==> config.mk <==
export PLATFORM = sky130hd
export DESIGN_NAME = spi_burst_regs
export DESIGN_NICKNAME = d
export VERILOG_FILES = /design/src/rtl/spi_burst_pkg.sv /design/src/rtl/spi_burst_fsm.sv /design/src/rtl/spi_reg_bank.sv /design/src/rtl/spi_side_strobes.sv /design/src/rtl/spi_burst_regs.sv
export SDC_FILE = /design/constraint.sdc
export NUM_CORES = 1
export LEC_CHECK = 0
export BUFFER_PORTS_ARGS = -buffer_cell sky130_fd_sc_hd__buf_4
export CORE_MARGIN = 4
export CORE_UTILIZATION = 60
export CTS_CLUSTER_DIAMETER = 120
export CTS_CLUSTER_SIZE = 14
export DETAILED_ROUTE_END_ITERATION = 10
export HOLD_SLACK_MARGIN = 0.1
export PLACE_DENSITY = 0.77
export RECOVER_POWER = 50
export SLEW_MARGIN = 10
export SYNTH_ARGS = -nofsm -noshare
export SYNTH_HDL_FRONTEND = slang
export SYNTH_HIERARCHICAL = 1
export SYNTH_SLANG_ARGS = --single-unit
export TNS_END_PERCENT = 5
==> constraint.sdc <==
create_clock -name sclk -period 4.4 [get_ports sclk]
set_clock_uncertainty 0.2 [all_clocks]
set_input_delay 0.44 -clock sclk [delete_from_list [all_inputs] [get_ports sclk]]
set_output_delay 0.44 -clock sclk [all_outputs]
set_load 0.05 [all_outputs]
==> src/rtl/spi_burst_pkg.sv <==
package spi_burst_pkg;

    localparam int unsigned DATA_W     = 8;
    localparam int unsigned ADDR_W     = 5;
    localparam int unsigned NUM_REGS   = 22;
    localparam int unsigned ADDR_CFG_HI = 4;   // addresses 0..4 are configuration
    localparam int unsigned ADDR_DLO   = 5;    // data-low register

    typedef enum logic [1:0] {
        ST_IDLE  = 2'd0,
        ST_CMD   = 2'd1,
        ST_BURST = 2'd2
    } spi_state_e;

endpackage

==> src/rtl/spi_burst_fsm.sv <==
module spi_burst_fsm
    import spi_burst_pkg::*;
#(
    parameter int unsigned P_DATA_W   = DATA_W,
    parameter int unsigned P_ADDR_W   = ADDR_W,
    parameter int unsigned P_NUM_REGS = NUM_REGS
) (
    input  logic                sclk,
    input  logic                arst_n,
    input  logic                mosi,
    input  logic [P_DATA_W-1:0] rd_data_i,
    output logic [P_ADDR_W-1:0] rd_addr_o,
    output logic                miso_o,
    output logic                byte_done_o,
    output logic [P_DATA_W-1:0] byte_o,
    output logic                wr_o,
    output logic [P_ADDR_W-1:0] ptr_o
);

    localparam int unsigned CNT_W = $clog2(P_DATA_W);
    localparam logic [CNT_W-1:0]    CNT_TOP  = CNT_W'(P_DATA_W - 1);
    localparam logic [P_ADDR_W-1:0] PTR_LAST = P_ADDR_W'(P_NUM_REGS - 1);

    typedef struct packed {
        spi_state_e          state;
        logic                wr;
        logic [CNT_W-1:0]    bitcnt;
        logic [P_DATA_W-1:0] shift;
        logic [P_ADDR_W-1:0] ptr;
        logic [P_DATA_W-1:0] snap;
    } fsm_t;

    fsm_t fsm_d, fsm_q;
    logic [P_DATA_W-1:0] full_byte;
    logic                done_d;
    logic [P_ADDR_W-1:0] rd_addr_d;
    logic                miso_d, miso_q;

    assign full_byte = {fsm_q.shift[P_DATA_W-2:0], mosi};

    always_comb begin
        fsm_d       = fsm_q;
        done_d      = 1'b0;
        rd_addr_d   = fsm_q.ptr;
        fsm_d.shift = full_byte;
        case (fsm_q.state)
            ST_IDLE: begin
                fsm_d.wr     = mosi;
                fsm_d.bitcnt = fsm_q.bitcnt - 1'b1;
                fsm_d.state  = ST_CMD;
            end
            ST_CMD: begin
                if (fsm_q.bitcnt == '0) begin
                    fsm_d.ptr    = full_byte[P_ADDR_W-1:0];
                    fsm_d.bitcnt = CNT_TOP;
                    fsm_d.state  = ST_BURST;
                    rd_addr_d    = full_byte[P_ADDR_W-1:0];
                    fsm_d.snap   = rd_data_i;
                end else begin
                    fsm_d.bitcnt = fsm_q.bitcnt - 1'b1;
                end
            end
            ST_BURST: begin
                if (fsm_q.bitcnt == '0) begin
                    done_d       = 1'b1;
                    fsm_d.ptr    = (fsm_q.ptr >= PTR_LAST) ? '0 : fsm_q.ptr + 1'b1;
                    fsm_d.bitcnt = CNT_TOP;
                    rd_addr_d    = fsm_d.ptr;
                    fsm_d.snap   = rd_data_i;
                end else begin
                    fsm_d.bitcnt = fsm_q.bitcnt - 1'b1;
                end
            end
            default: fsm_d.state = ST_IDLE;
        endcase
    end

    always_ff @(posedge sclk or negedge arst_n) begin
        if (!arst_n) begin
            fsm_q.state  <= ST_IDLE;
            fsm_q.wr     <= 1'b0;
            fsm_q.bitcnt <= CNT_TOP;
            fsm_q.shift  <= '0;
            fsm_q.ptr    <= '0;
            fsm_q.snap   <= '0;
        end else begin
            fsm_q <= fsm_d;
        end
    end

    // read data launched on the falling edge, MSB first
    always_comb begin
        miso_d = (fsm_q.state == ST_BURST) ? fsm_q.snap[fsm_q.bitcnt] : 1'b0;
    end

    always_ff @(negedge sclk or negedge arst_n) begin
        if (!arst_n) miso_q <= 1'b0;
        else         miso_q <= miso_d;
    end

    assign rd_addr_o   = rd_addr_d;
    assign miso_o      = miso_q;
    assign byte_done_o = done_d;
    assign byte_o      = full_byte;
    assign wr_o        = fsm_q.wr;
    assign ptr_o       = fsm_q.ptr;

    AST_PTR_WRAP: assert property (@(posedge sclk) disable iff (!arst_n)
        (done_d && fsm_q.ptr == PTR_LAST) |=> (fsm_q.ptr == '0));

    AST_BURST_HOLDS_MODE: assert property (@(posedge sclk) disable iff (!arst_n)
        (fsm_q.state == ST_BURST) |=> (fsm_q.state == ST_BURST && $stable(fsm_q.wr)));

endmodule

==> src/rtl/spi_reg_bank.sv <==
module spi_reg_bank
    import spi_burst_pkg::*;
#(
    parameter int unsigned P_DATA_W   = DATA_W,
    parameter int unsigned P_ADDR_W   = ADDR_W,
    parameter int unsigned P_NUM_REGS = NUM_REGS
) (
    input  logic                sclk,
    input  logic                rst_n,
    input  logic                wr_en,
    input  logic [P_ADDR_W-1:0] wr_addr,
    input  logic [P_DATA_W-1:0] wr_data,
    input  logic [P_ADDR_W-1:0] rd_addr,
    output logic [P_DATA_W-1:0] rd_data
);

    localparam logic [P_ADDR_W-1:0] TOP_ADDR = P_ADDR_W'(P_NUM_REGS - 1);

    logic [P_DATA_W-1:0] bank_d [P_NUM_REGS];
    logic [P_DATA_W-1:0] bank_q [P_NUM_REGS];

    always_comb begin
        for (int i = 0; i < int'(P_NUM_REGS); i++) begin
            bank_d[i] = bank_q[i];
        end
        if (wr_en && wr_addr <= TOP_ADDR) begin
            bank_d[wr_addr] = wr_data;
        end
    end

    always_ff @(posedge sclk or negedge rst_n) begin
        if (!rst_n) begin
            for (int i = 0; i < int'(P_NUM_REGS); i++) bank_q[i] <= '0;
        end else begin
            for (int i = 0; i < int'(P_NUM_REGS); i++) bank_q[i] <= bank_d[i];
        end
    end

    always_comb begin
        rd_data = '0;
        if (rd_addr <= TOP_ADDR) rd_data = bank_q[rd_addr];
    end

endmodule

==> src/rtl/spi_side_strobes.sv <==
module spi_side_strobes
    import spi_burst_pkg::*;
#(
    parameter int unsigned P_DATA_W = DATA_W,
    parameter int unsigned P_ADDR_W = ADDR_W
) (
    input  logic                sclk,
    input  logic                rst_n,
    input  logic                byte_done,
    input  logic                wr,
    input  logic [P_ADDR_W-1:0] ptr,
    input  logic [P_DATA_W-1:0] data,
    input  logic                rx_nonempty,
    output logic                abort_o,
    output logic                push_o,
    output logic [P_DATA_W-1:0] push_data_o,
    output logic                pop_o
);

    localparam logic [P_ADDR_W-1:0] CFG_HI = P_ADDR_W'(ADDR_CFG_HI);
    localparam logic [P_ADDR_W-1:0] DLO    = P_ADDR_W'(ADDR_DLO);

    typedef struct packed {
        logic                abort;
        logic                push;
        logic                pop;
        logic [P_DATA_W-1:0] data;
    } strb_t;

    strb_t strb_d, strb_q;

    always_comb begin
        strb_d       = strb_q;
        strb_d.abort = 1'b0;
        strb_d.push  = 1'b0;
        strb_d.pop   = 1'b0;
        if (byte_done) begin
            strb_d.abort = wr && (ptr <= CFG_HI);
            strb_d.push  = wr && (ptr == DLO);
            strb_d.pop   = (ptr == DLO) && rx_nonempty;
            if (wr && ptr == DLO) strb_d.data = data;
        end
    end

    always_ff @(posedge sclk or negedge rst_n) begin
        if (!rst_n) strb_q <= '0;
        else        strb_q <= strb_d;
    end

    assign abort_o     = strb_q.abort;
    assign push_o      = strb_q.push;
    assign pop_o       = strb_q.pop;
    assign push_data_o = strb_q.data;

    AST_ABORT_ONE_CYCLE: assert property (@(posedge sclk) disable iff (!rst_n)
        strb_q.abort |=> !strb_q.abort);

    AST_PUSH_ONE_CYCLE: assert property (@(posedge sclk) disable iff (!rst_n)
        strb_q.push |=> !strb_q.push);

    AST_NO_ABORT_WITH_PUSH: assert property (@(posedge sclk) disable iff (!rst_n)
        !(strb_q.abort && strb_q.push));

    AST_POP_NEEDS_DATA: assert property (@(posedge sclk) disable iff (!rst_n)
        $rose(strb_q.pop) |-> $past(rx_nonempty));

endmodule

==> src/rtl/spi_burst_regs.sv <==
module spi_burst_regs
    import spi_burst_pkg::*;
(
    input  logic              sclk,
    input  logic              rst_n,
    input  logic              cs_n,
    input  logic              mosi,
    input  logic              rx_fifo_nonempty,
    output logic              miso,
    output logic              abort_req,
    output logic              tx_fifo_push,
    output logic [DATA_W-1:0] tx_fifo_data,
    output logic              rx_fifo_pop
);

    logic              arst_n;
    logic              byte_done;
    logic              wr_flag;
    logic [ADDR_W-1:0] ptr;
    logic [ADDR_W-1:0] rd_addr;
    logic [DATA_W-1:0] rd_data;
    logic [DATA_W-1:0] rx_byte;

    assign arst_n = rst_n & ~cs_n;

    spi_burst_fsm #(
        .P_DATA_W(DATA_W), .P_ADDR_W(ADDR_W), .P_NUM_REGS(NUM_REGS)
    ) u_fsm (
        .sclk(sclk), .arst_n(arst_n), .mosi(mosi),
        .rd_data_i(rd_data), .rd_addr_o(rd_addr), .miso_o(miso),
        .byte_done_o(byte_done), .byte_o(rx_byte), .wr_o(wr_flag), .ptr_o(ptr)
    );

    spi_reg_bank #(
        .P_DATA_W(DATA_W), .P_ADDR_W(ADDR_W), .P_NUM_REGS(NUM_REGS)
    ) u_bank (
        .sclk(sclk), .rst_n(rst_n), .wr_en(byte_done && wr_flag),
        .wr_addr(ptr), .wr_data(rx_byte), .rd_addr(rd_addr), .rd_data(rd_data)
    );

    spi_side_strobes #(
        .P_DATA_W(DATA_W), .P_ADDR_W(ADDR_W)
    ) u_strb (
        .sclk(sclk), .rst_n(rst_n), .byte_done(byte_done), .wr(wr_flag),
        .ptr(ptr), .data(rx_byte), .rx_nonempty(rx_fifo_nonempty),
        .abort_o(abort_req), .push_o(tx_fifo_push),
        .push_data_o(tx_fifo_data), .pop_o(rx_fifo_pop)
    );

endmodule

# ---- After elaboration in Yosys (flattened, before gate mapping)
# Index checks and enable logic that the tools add are counted.
dict set report totals {
  latchBits 0
  word_cells 92
  register_bits 214
  ram_bits 0
  memories 0
  out_inout_bits 12
  in_bits 5
  romBits 0
}
dict set report op_classes {
  shifts 0
  order_cmp 8
  div_mod_pow 0
  mux 25
  add_sub_neg 2
  bitwise 5
  reduce_logical 14
  n_mul 0
  n_eq_ne 5
}
# cell n
set ops {}
lappend ops {{bitwise mux 176 bit} 1}
lappend ops {{binary-select mux 8 bit (select 5 bit)} 1}
lappend ops {{demux 8 bit (select 5 bit)} 1}
lappend ops {{2-to-1 mux 8 bit} 5}
lappend ops {{2-to-1 mux 13 bit} 2}
lappend ops {{case mux 13 bit (2 select lines)} 1}
lappend ops {{2-to-1 mux 5 bit} 3}
lappend ops {{>= comparator 6 bit, second input constant} 2}
lappend ops {{inverter 5 -> 6 bit} 2}
lappend ops {{2-to-1 mux 11 bit} 1}
lappend ops {{<= comparator 5 bit, second input constant} 2}
lappend ops {{case mux 5 bit (2 select lines)} 1}
lappend ops {{logical AND 1 bit} 6}
lappend ops {{less-than comparator 6 x 1 -> 1 bit, second input constant} 1}
lappend ops {{case mux 2 bit (3 select lines)} 1}
lappend ops {{case mux 3 bit (2 select lines)} 1}
lappend ops {{adder 5 x 1 -> 5 bit, second input constant} 1}
lappend ops {{equality test 5 x 3 -> 1 bit, second input constant} 1}
lappend ops {{>= comparator 5 bit, second input constant} 1}
lappend ops {{<= comparator 5 x 3 -> 1 bit, second input constant} 1}
lappend ops {{less-than comparator 3 x 4 -> 1 bit, second input constant} 1}
lappend ops {{2-to-1 mux 1 bit} 4}
lappend ops {{inequality test 2 x 1 -> 1 bit, second input constant} 2}
lappend ops {{AND reduction 2 bit} 2}
lappend ops {{13 further kinds} 15}

# ---- Depth between registers and ports, before layout
# Gate-level depths: netlist of run 1.
dict set report depth {
  depth_word 11
  mapped_depth 14
  ltp_nobuf 11
}

# ---- By module
# The synthesis of run 1 kept the hierarchy.
# module cells_each area_each_um2 seq_area_each_um2 instances
set modules_own_cells {}
lappend modules_own_cells {spi_reg_bank 622 8380.5 4404.2 1}
lappend modules_own_cells {spi_burst_fsm 150 1571.5 679.4 1}
lappend modules_own_cells {spi_side_strobes 26 434.2 275.3 1}
lappend modules_own_cells {spi_burst_regs 2 20.0 0.0 1}

==> impl.org, run 1 <==
** Floorplan
- The total area inside the core boundary comes to 16760 um^2.
- The die covers 19510 um^2.
- Die width :: 139.7 um
- Io pins :: 17
- Die Y :: about 140 um
- The initialized floorplan defines 47 standard-cell rows.
- For this configuration, the core starts out at a cell density of 0.6209.

** Global route
- Across every metal layer, demand over resource in global routing totals 0.2423.
- Total gr overflow :: 0
- Entering global routing, the biggest net connects 84 pins.
- Initial antenna violation count :: 0
- The via count of the first global-routing pass is 6722.
- Wire length of the first global-routing pass :: 37.80 mm

** Synthesis
- The most used flip-flop cell after synthesis is dfrtp_1.
- Count of yosys warnings during synthesis :: 6
- Post-Synthesis Cell Area :: around 10000 um^2
- The number of different library cells used by synthesis comes to 65.
- A synthesized cell averages 13.01 um^2.
- The share of the Yosys chip area taken by registers is 0.5150.
- Counting flops with a built-in enable in the synthesized netlist gives 0.
- Mapped Nets :: 814
- Post-synthesis instance total :: 800
- Synthesis-stage register bit count :: 214
- Counting flops with an async set or reset pin after synthesis yields a share of 1.000.

** CTS
- Master cell of the clock root buffer :: clkbuf_16
- H-tree levels :: 1
- Clock-pin slew reported for the worst setup and hold paths after clock tree synthesis :: approximately 0.06 ns
- The clock net in this run drives a total of 214 sinks.
- TritonCTS built the clock tree.
- The clock reaches the later pin of the worst-skew pair after around 0.5 ns.
- Maximum buffer depth of the clock tree :: 3
- TritonCTS created 19 clock buffers.

** Worst setup path
- In this run the register-to-register setup slack is 0.43 ns.
- Type of destination of the critical path :: primary output
- Maximum fanout along the worst path :: 1
- Worst setup path startpoint :: u_fsm/miso_o
- Number of buffers and inverters on the critical path :: 1
- Cell class contributing the biggest share of worst-path delay :: flip-flops
- The setup path with the least slack is of type reg -> out.
- In this run the number of cells on the critical path is 1.
- The worst register-to-register path ends at u_fsm/fsm_q[4].
- CP Data Arrival Time :: 3.33 ns
- Crit-path cells :: buf_4
- Worst EP required :: 3.76 ns
- On the critical path, the stage with the largest delay is an instance of dfrtn_1.
- The worst setup path is launched from a register.
- Endpoint of the worst setup timing path :: miso
- For the worst flop-to-flop path, the logic depth is 12.
- Worst R2R Start :: u_fsm/fsm_q[21]
- Max stage delay on crit path :: between 0.4 and 0.5 ns

** Cells and area
- After filler insertion, the fill cell instance count of the layout stands at roughly 1.2k.
- Share of post-route cells with drive strength above 1 :: 0.3210
- In the final layout, the multi-input gates occupy 4653 um^2.
- Registers take approximately 5400 um^2.
- The final layout contains roughly 800 nets.
- ANT cells :: 0
- Area growth syn-to-layout :: 7.226%
- Finished layout cell area :: 11160 um^2
- The finished layout holds 1030 standard cells, fillers aside.

** Place
- PortBufs :: 16
- Total cell area at the placement stage :: 10650 um^2
- Routability congestion estimate :: 0.8738
- OpenSTA, run right after detailed placement, puts the worst setup slack at 0.5297 ns.
- Estimated wirelength of the detail-placed design :: about 15 mm
- The number of placed instances, taps included, is a little under 1k.

** Drt
- Wires add up to 23.42 mm.
- Number of detailed-route iterations in the first pass :: 5
- After detailed routing, the number of remaining DRC violations is 0.
- Remaining number of nets flagged by the antenna check after routing :: 0
- The routed layout has approximately 6.5k vias.
- Dividing the detail-routed wire length by the instance count gives 22.74 um.
- After detailed routing, the number of vias per cell comes to 6.319.
- In this run, the number of DRC markers left after iteration 0 of detailed routing was 472.

** STA
- Transition time of the tightest slew-check pin :: 1.992 ns
- Number of pins exceeding their max-slew limit in the final report :: 136
- After layout, the minimum clock period comes to just under 4 ns.
- Relative max-transition margin :: -0.3278
- Final setup viols :: 0
- Across all setup checks in the final design, the least slack found is 0.4281 ns.
- Dividing the final minimum period by the clock period gives 0.9027.
- Setup repair after global routing left no endpoint under its margin.
- Highest Clock Rate :: 0.2520 GHz
- The number of hold-slack violations in the final timing report was 0.
- Final setup TNS :: 0 ns

** Pwr
- Lkg Pwr :: 0.005365 uW
- Pwr Density :: 483.4 nW/um^2
- The design draws 5394 uW.
- VDD sags by at most ~0.00031 V.

** Worst hold path
- Path category of the worst min-delay check :: in -> async

** Run
- The tool flagged a number of max-cap violations equal to 4.

** Status
- The checks that failed: max-capacitance violations, max-slew violations.
- The run finished, with violations left.
cells in the final DEF, fill, tap and decap left out, types with 9 or more instances in the layout:
cell,netlist,layout
a21oi_1,14,14
a22oi_1,15,15
buf_4,22,17
clkbuf_1,26,29
clkbuf_16,0,19
dfrtp_1,210,210
ha_1,9,9
inv_1,10,10
mux2_2,170,170
mux2_4,16,16
mux2i_1,77,77
nand2_1,28,28
nor2_1,27,28
nor2b_1,9,10
o21ai_0,18,17
o32ai_1,9,9
how the worst min path moves through the flow:
stage,slack (ns),cells past startpoint,startpoint,endpoint
floorplan,-0.06,0,rst_n,u_bank/bank_q[0]
global placement,0.19,1,rst_n,u_bank/bank_q[72]
detailed placement,0.20,1,rst_n,u_bank/bank_q[73]
CTS,0.25,2,rst_n,u_bank/bank_q[78]
global route,0.29,2,rst_n,u_bank/bank_q[78]
finish,0.24,2,rst_n,u_bank/bank_q[78]
layer usage:
| metal | part of all wire | vias up | GRT usage |
|---|---|---|---|
| met5 | 0 | - | 0 |
| met4 | 0.028 | 0 | 0.06935 |
| met3 | 0.056 | 45 | 0.04357 |
| met2 | 0.46 | 203 | 0.3679 |
| met1 | 0.46 | 3354 | 0.3616 |
| li1 | - | 2907 | - |
power breakdown:
part	internal, uW	switching [uW]
sequential	2180	143
combinational	620	924
clock	819	708
area by class of cell:
| class | count | area share |
|---|---|---|
| clock inverter | 2 | 0.001794 |
| inverter | 10 | 0.003364 |
| tap | 220 | 0.02467 |
| timing repair buffer | 42 | 0.02590 |
| multi-input combinational | 510 | 0.4170 |
| sequential | 214 | 0.4803 |
| clock buffer | 32 | 0.04698 |
flip-flops by register name, indices dropped and copies added, names as in the netlist:
register and cells:
u_strb/push_o 1, u_bank/bank_q 176, u_strb/abort_o 1, u_fsm/wr_o 1, u_fsm/ptr_o 5, u_fsm/miso_o 1, u_fsm/fsm_q 13, u_strb/pop_o 1
u_fsm/byte_o 7, u_strb/push_data_o 8
stage by stage:
stage                       util  hold slack [ns]
after floorplan                -         -0.05559
after global placement    0.6354           0.1896
after detailed placement  0.6354           0.1968
after CTS                 0.6703           0.2469
after global routing      0.6658           0.2899
final                     0.6658           0.2357
synth_stat cells (3+ instances only):
master / number / share of area
nor2b_1: 9 / 0.0054
mux2_2: 170 / 0.18
o22ai_1: 8 / 0.0048
nand3_1: 4 / 0.0019
mux4_2: 3 / 0.0065
a22oi_1: 15 / 0.011
o211ai_1: 3 / 0.0022
and3_1: 6 / 0.0036
nand2_2: 6 / 0.0036
o32ai_1: 9 / 0.0076
a21oi_1: 14 / 0.0067
nor4_1: 8 / 0.0048
nand2_1: 28 / 0.010
nand2b_1: 7 / 0.0042
dfrtp_1: 210 / 0.50
buf_2: 15 / 0.0072
nor2_2: 7 / 0.0042
o21ai_1: 3 / 0.0014
nor2_1: 27 / 0.0097
mux2i_1: 77 / 0.074
o31ai_1: 3 / 0.0022
inv_1: 10 / 0.0036
dfstp_2: 3 / 0.0076
ha_1: 9 / 0.011
mux2_1: 8 / 0.0087
a2111oi_0: 7 / 0.0059
o21ai_0: 18 / 0.0087
mux2_4: 16 / 0.023
a211oi_1: 3 / 0.0022
buf_4: 22 / 0.016
clkbuf_1: 26 / 0.0094
cells by family (layout without fill, tap and decap cells):
| kind of cell | after synthesis | count (layout) | synth area share |
|---|---|---|---|
| muxes | 274 | 274 | 0.2963 |
| DFF | 214 | 214 | 0.5150 |
| and+or+nand+nor | 129 | 129 | 0.07443 |
| AOI/OAI and AO/OA | 96 | 96 | 0.06325 |
| buffers and inverters | 76 | 86 | 0.03860 |
| adders and majority gates | 9 | 9 | 0.01082 |
| xor gates and xnor gates | 2 | 2 | 0.001684 |
timing repair:
action / in CTS / in global routing
setup buffers: 0 / 0
resized for setup: 0 / 0
endpoints found under the hold margin: 69 / 0
hold buffers: 4 / 0
(Power assumes the default switching activity.)
==> run 2: changes to the inputs <==
CORE_UTILIZATION = 50   (was 60)
PLACE_DENSITY = 0.66   (was 0.77)
==> run 2 against run 1 <==
The flow still finishes with violations (max-capacitance violations, max-slew violations). Global-route usage is 4.2 points lower. Sequential power is essentially flat. Die area grew 19%. Critical path type is now reg -> reg.
==> impl.org, run 2 (same netlist as run 1, synthesis figures left out) <==
** Global route
- Wire length of the first global-routing pass :: 37.42 mm
- Number of global-route vias before repair :: 6715
- Maximum number of pins on one net before global-route repair :: 188
- The initial antenna violation count was 0.
- Summed over all layers, the global routing overflow is 0.
- In the global route stage, overall resource usage came out at 0.2007.

** STA
- Setup repair after global routing left no endpoint under its margin.
- Counting I/O delays and the setup requirement, the final critical path takes 4.003 ns.
- Dividing the final minimum period by the clock period gives 0.9097.
- Highest Clock Rate :: about 0.25 GHz
- Headroom to the max-slew limit came out at -0.6957.
- Worst-case setup margin in the final layout :: just under 0.4 ns
- Setup violations remaining at the end of the flow were counted as 0.
- For the pin with the worst max-slew slack, the measured transition is ~2.5 ns.
- Number of pins exceeding their max-slew limit in the final report :: 268
- Final setup TNS :: 0 ns
- The number of hold-slack violations in the final timing report is 0.

** Worst setup path
- The worst setup path is captured at a register.
- Endpoint of the worst setup timing path :: u_fsm/fsm_q[6]
- Cell class contributing the biggest share of worst-path delay :: compound AO/OA/AOI/OAI gates
- By startpoint and endpoint, the worst setup path is classified as reg -> reg.
- Worst EP required :: around 4.6 ns
- The slowest stage of the critical path is the a2111oi_0 cell.
- CP Data Arrival Time :: 4.18 ns
- Worst R2R Start :: u_fsm/fsm_q[21]
- Counting buffers and inverters, the worst setup path is 10 cells deep.
- Maximum fanout along the worst path :: 34
- The setup check on the worst reg-to-reg path leaves a slack of 0.40 ns.
- The signal on the critical path passes through inv_1, ha_1, nor2b_1, o21ai_0, a21o_4, mux2i_1, o21ai_0, a2111oi_0, o31ai_1, mux2_1.
- CP most frequent cell :: o21ai_0
- Counting both buffers and inverters, the worst setup path holds a total of 1.
- The most critical setup path has its startpoint at u_fsm/fsm_q[21].
- The endpoint identified for the worst register-to-register timing path is u_fsm/fsm_q[6].
- Measured in cells, the most critical reg-to-reg path has a length of 10.
- Sort of element at the start of the critical path :: register
- Max stage delay on crit path :: between 0.6 and 0.7 ns

** Place
- The congestion estimate from routability-driven global placement came to 0.9159.
- Prior to clock tree synthesis, the placed netlist has a worst setup slack of slightly above 0.5 ns.
- Estimated wirelength of the detail-placed design :: 15.24 mm
- PortBufs :: 16

** CTS
- In this run, CTS created clock tree buffers numbering 19.
- After clock tree synthesis, the clock-pin slew on the worst setup and hold paths is around 0.07 ns.
- Clock insertion delay at the later pin of the skew report :: approximately 0.49 ns
- H-tree levels :: 1
- TritonCTS built the clock tree.
- Clock tree synthesis found a total of 214 sinks.
- The cell sitting at the root of the clock tree is a clkbuf_16.
- Buffer count from post-CTS setup fixing :: 0
- The longest clock path from root to sink contains 3 buffers.

** Floorplan
- Starting density of the core :: 0.5110
- Die width :: 152.3 um
- The floorplan step defined a die boundary enclosing around 23000 um^2.
- Die Y :: roughly 150 um
- In this run the core area contains 52 standard-cell rows.
- Io pins :: 17
- Placeable core area :: ~20000 um^2

** Cells and area
- The register with the most flip-flops in the layout has 176 of them.
- For this run, the post-layout net count is between 800 and 900.
- ANT cells :: 0
- In the final layout, the share of cells above drive strength 1 is 0.3304.
- Reg with most FFs :: u_bank/bank_q
- Leading cell types in the layout, fill and taps excluded :: dfrtp_1 (210), mux2_2 (170), mux2i_1 (77)
- Commonest non-fill, non-tap cell in the layout :: dfrtp_1
- Area growth syn-to-layout :: 7.756%
- Fill cells in the final layout number approximately 1.7k.

** Drt
- Routed wire per std cell :: between 20 and 25 um
- Dividing the detail-routed via count by the number of cells gives about 6.
- Remaining number of nets flagged by the antenna check after routing :: 0
- Detailed-route DRC error count :: 0
- Number of detailed-route iterations in the first pass :: 7
- Total length of routed wires :: 23.38 mm
- The first routing iteration left 444 violations.
- Detailed routing inserted a total of 6436 vias.

** Pwr
- Summed over all cells, the static leakage comes to 0.005372 uW.
- Max IR drop VDD :: between 0.0002 and 0.0003 V
- Pwr Density :: 480.6 nW/um^2

** Status
- The run finished, with violations left.
- Violated checks :: max-capacitance violations, max-slew violations

** Worst hold path
- Along the worst hold path, the cell count comes to 1.
- The min-delay analysis places its worst path in the category reg -> reg.

** Run
- Max-cap violations in this run came to 4.
## run 2: changes by cell type in the layout (fill, tap and decap cells not counted), sizes merged
cell and delta:
clkbuf -8, buf +6
## run 2: stage by stage
step	cell area (um^2)	cells	power (uW)	utilization	hold slack [ns]
after global routing	11210	1078	5644	0.5506	0.3139
after global placement	10730	1046	3898	0.5268	0.2678
after floorplan	10410	800	3482	-	-0.05559
after detailed placement	10730	1046	3936	0.5268	0.2749
after CTS	11290	1078	5442	0.5544	0.2900
final	11210	1078	5390	0.5506	0.2843
## run 2: worst min path at each step
stage / start / to / slack [ns]
after floorplan: rst_n / u_bank/bank_q[0] / -0.06
after global placement: u_fsm/fsm_q[2] / u_fsm/fsm_q[2] / 0.27
after detailed placement: u_fsm/fsm_q[6] / u_fsm/fsm_q[6] / 0.27
after CTS: u_fsm/fsm_q[6] / u_fsm/fsm_q[6] / 0.29
after global routing: u_bank/bank_q[94] / u_bank/bank_q[94] / 0.31
final: u_fsm/fsm_q[6] / u_fsm/fsm_q[6] / 0.28
## run 2: final cells by class
class / instances / area [um^2] / share of cell area
Sequential cell: 214 / 5359 / 0.4779
Multi-Input combinational cell: 510 / 4658 / 0.4154
Clock buffer: 26 / 501.7 / 0.04474
Tap cell: 270 / 337.8 / 0.03013
Timing Repair Buffer: 46 / 299.0 / 0.02667
Inverter: 10 / 37.54 / 0.003347
Clock inverter: 2 / 20.02 / 0.001785
## run 2: metal layers
| layer | global-route usage | wire [um] | up-vias |
|---|---|---|---|
| met4 | 0.07834 | 980 | 0 |
| li1 | - | - | 2895 |
| met1 | 0.2754 | 10100 | 3292 |
| met3 | 0.03124 | 1175 | 56 |
| met2 | 0.3237 | 11120 | 193 |
| met5 | 0 | 0 | - |
## run 2: report_power, final
part	internal, uW	switching, uW
Combinational	639	937
Clock	798	688
Sequential	2180	148
Total	3620	1770
## run 2: repair_timing
item,in CTS,in global routing
hold endpoints to repair,212,0
hold buffers,4,0
resized for setup,0,0
## run 2: worst reg2reg max path: stages, from the launching register on
cell,delay (ns)
dfstp_1,0.58
inv_1,0.11
ha_1,0.23
nor2b_1,0.21
o21ai_0,0.47
a21o_4,0.54
mux2i_1,0.31
o21ai_0,0.10
a2111oi_0,0.64
o31ai_1,0.18
mux2_1,0.31
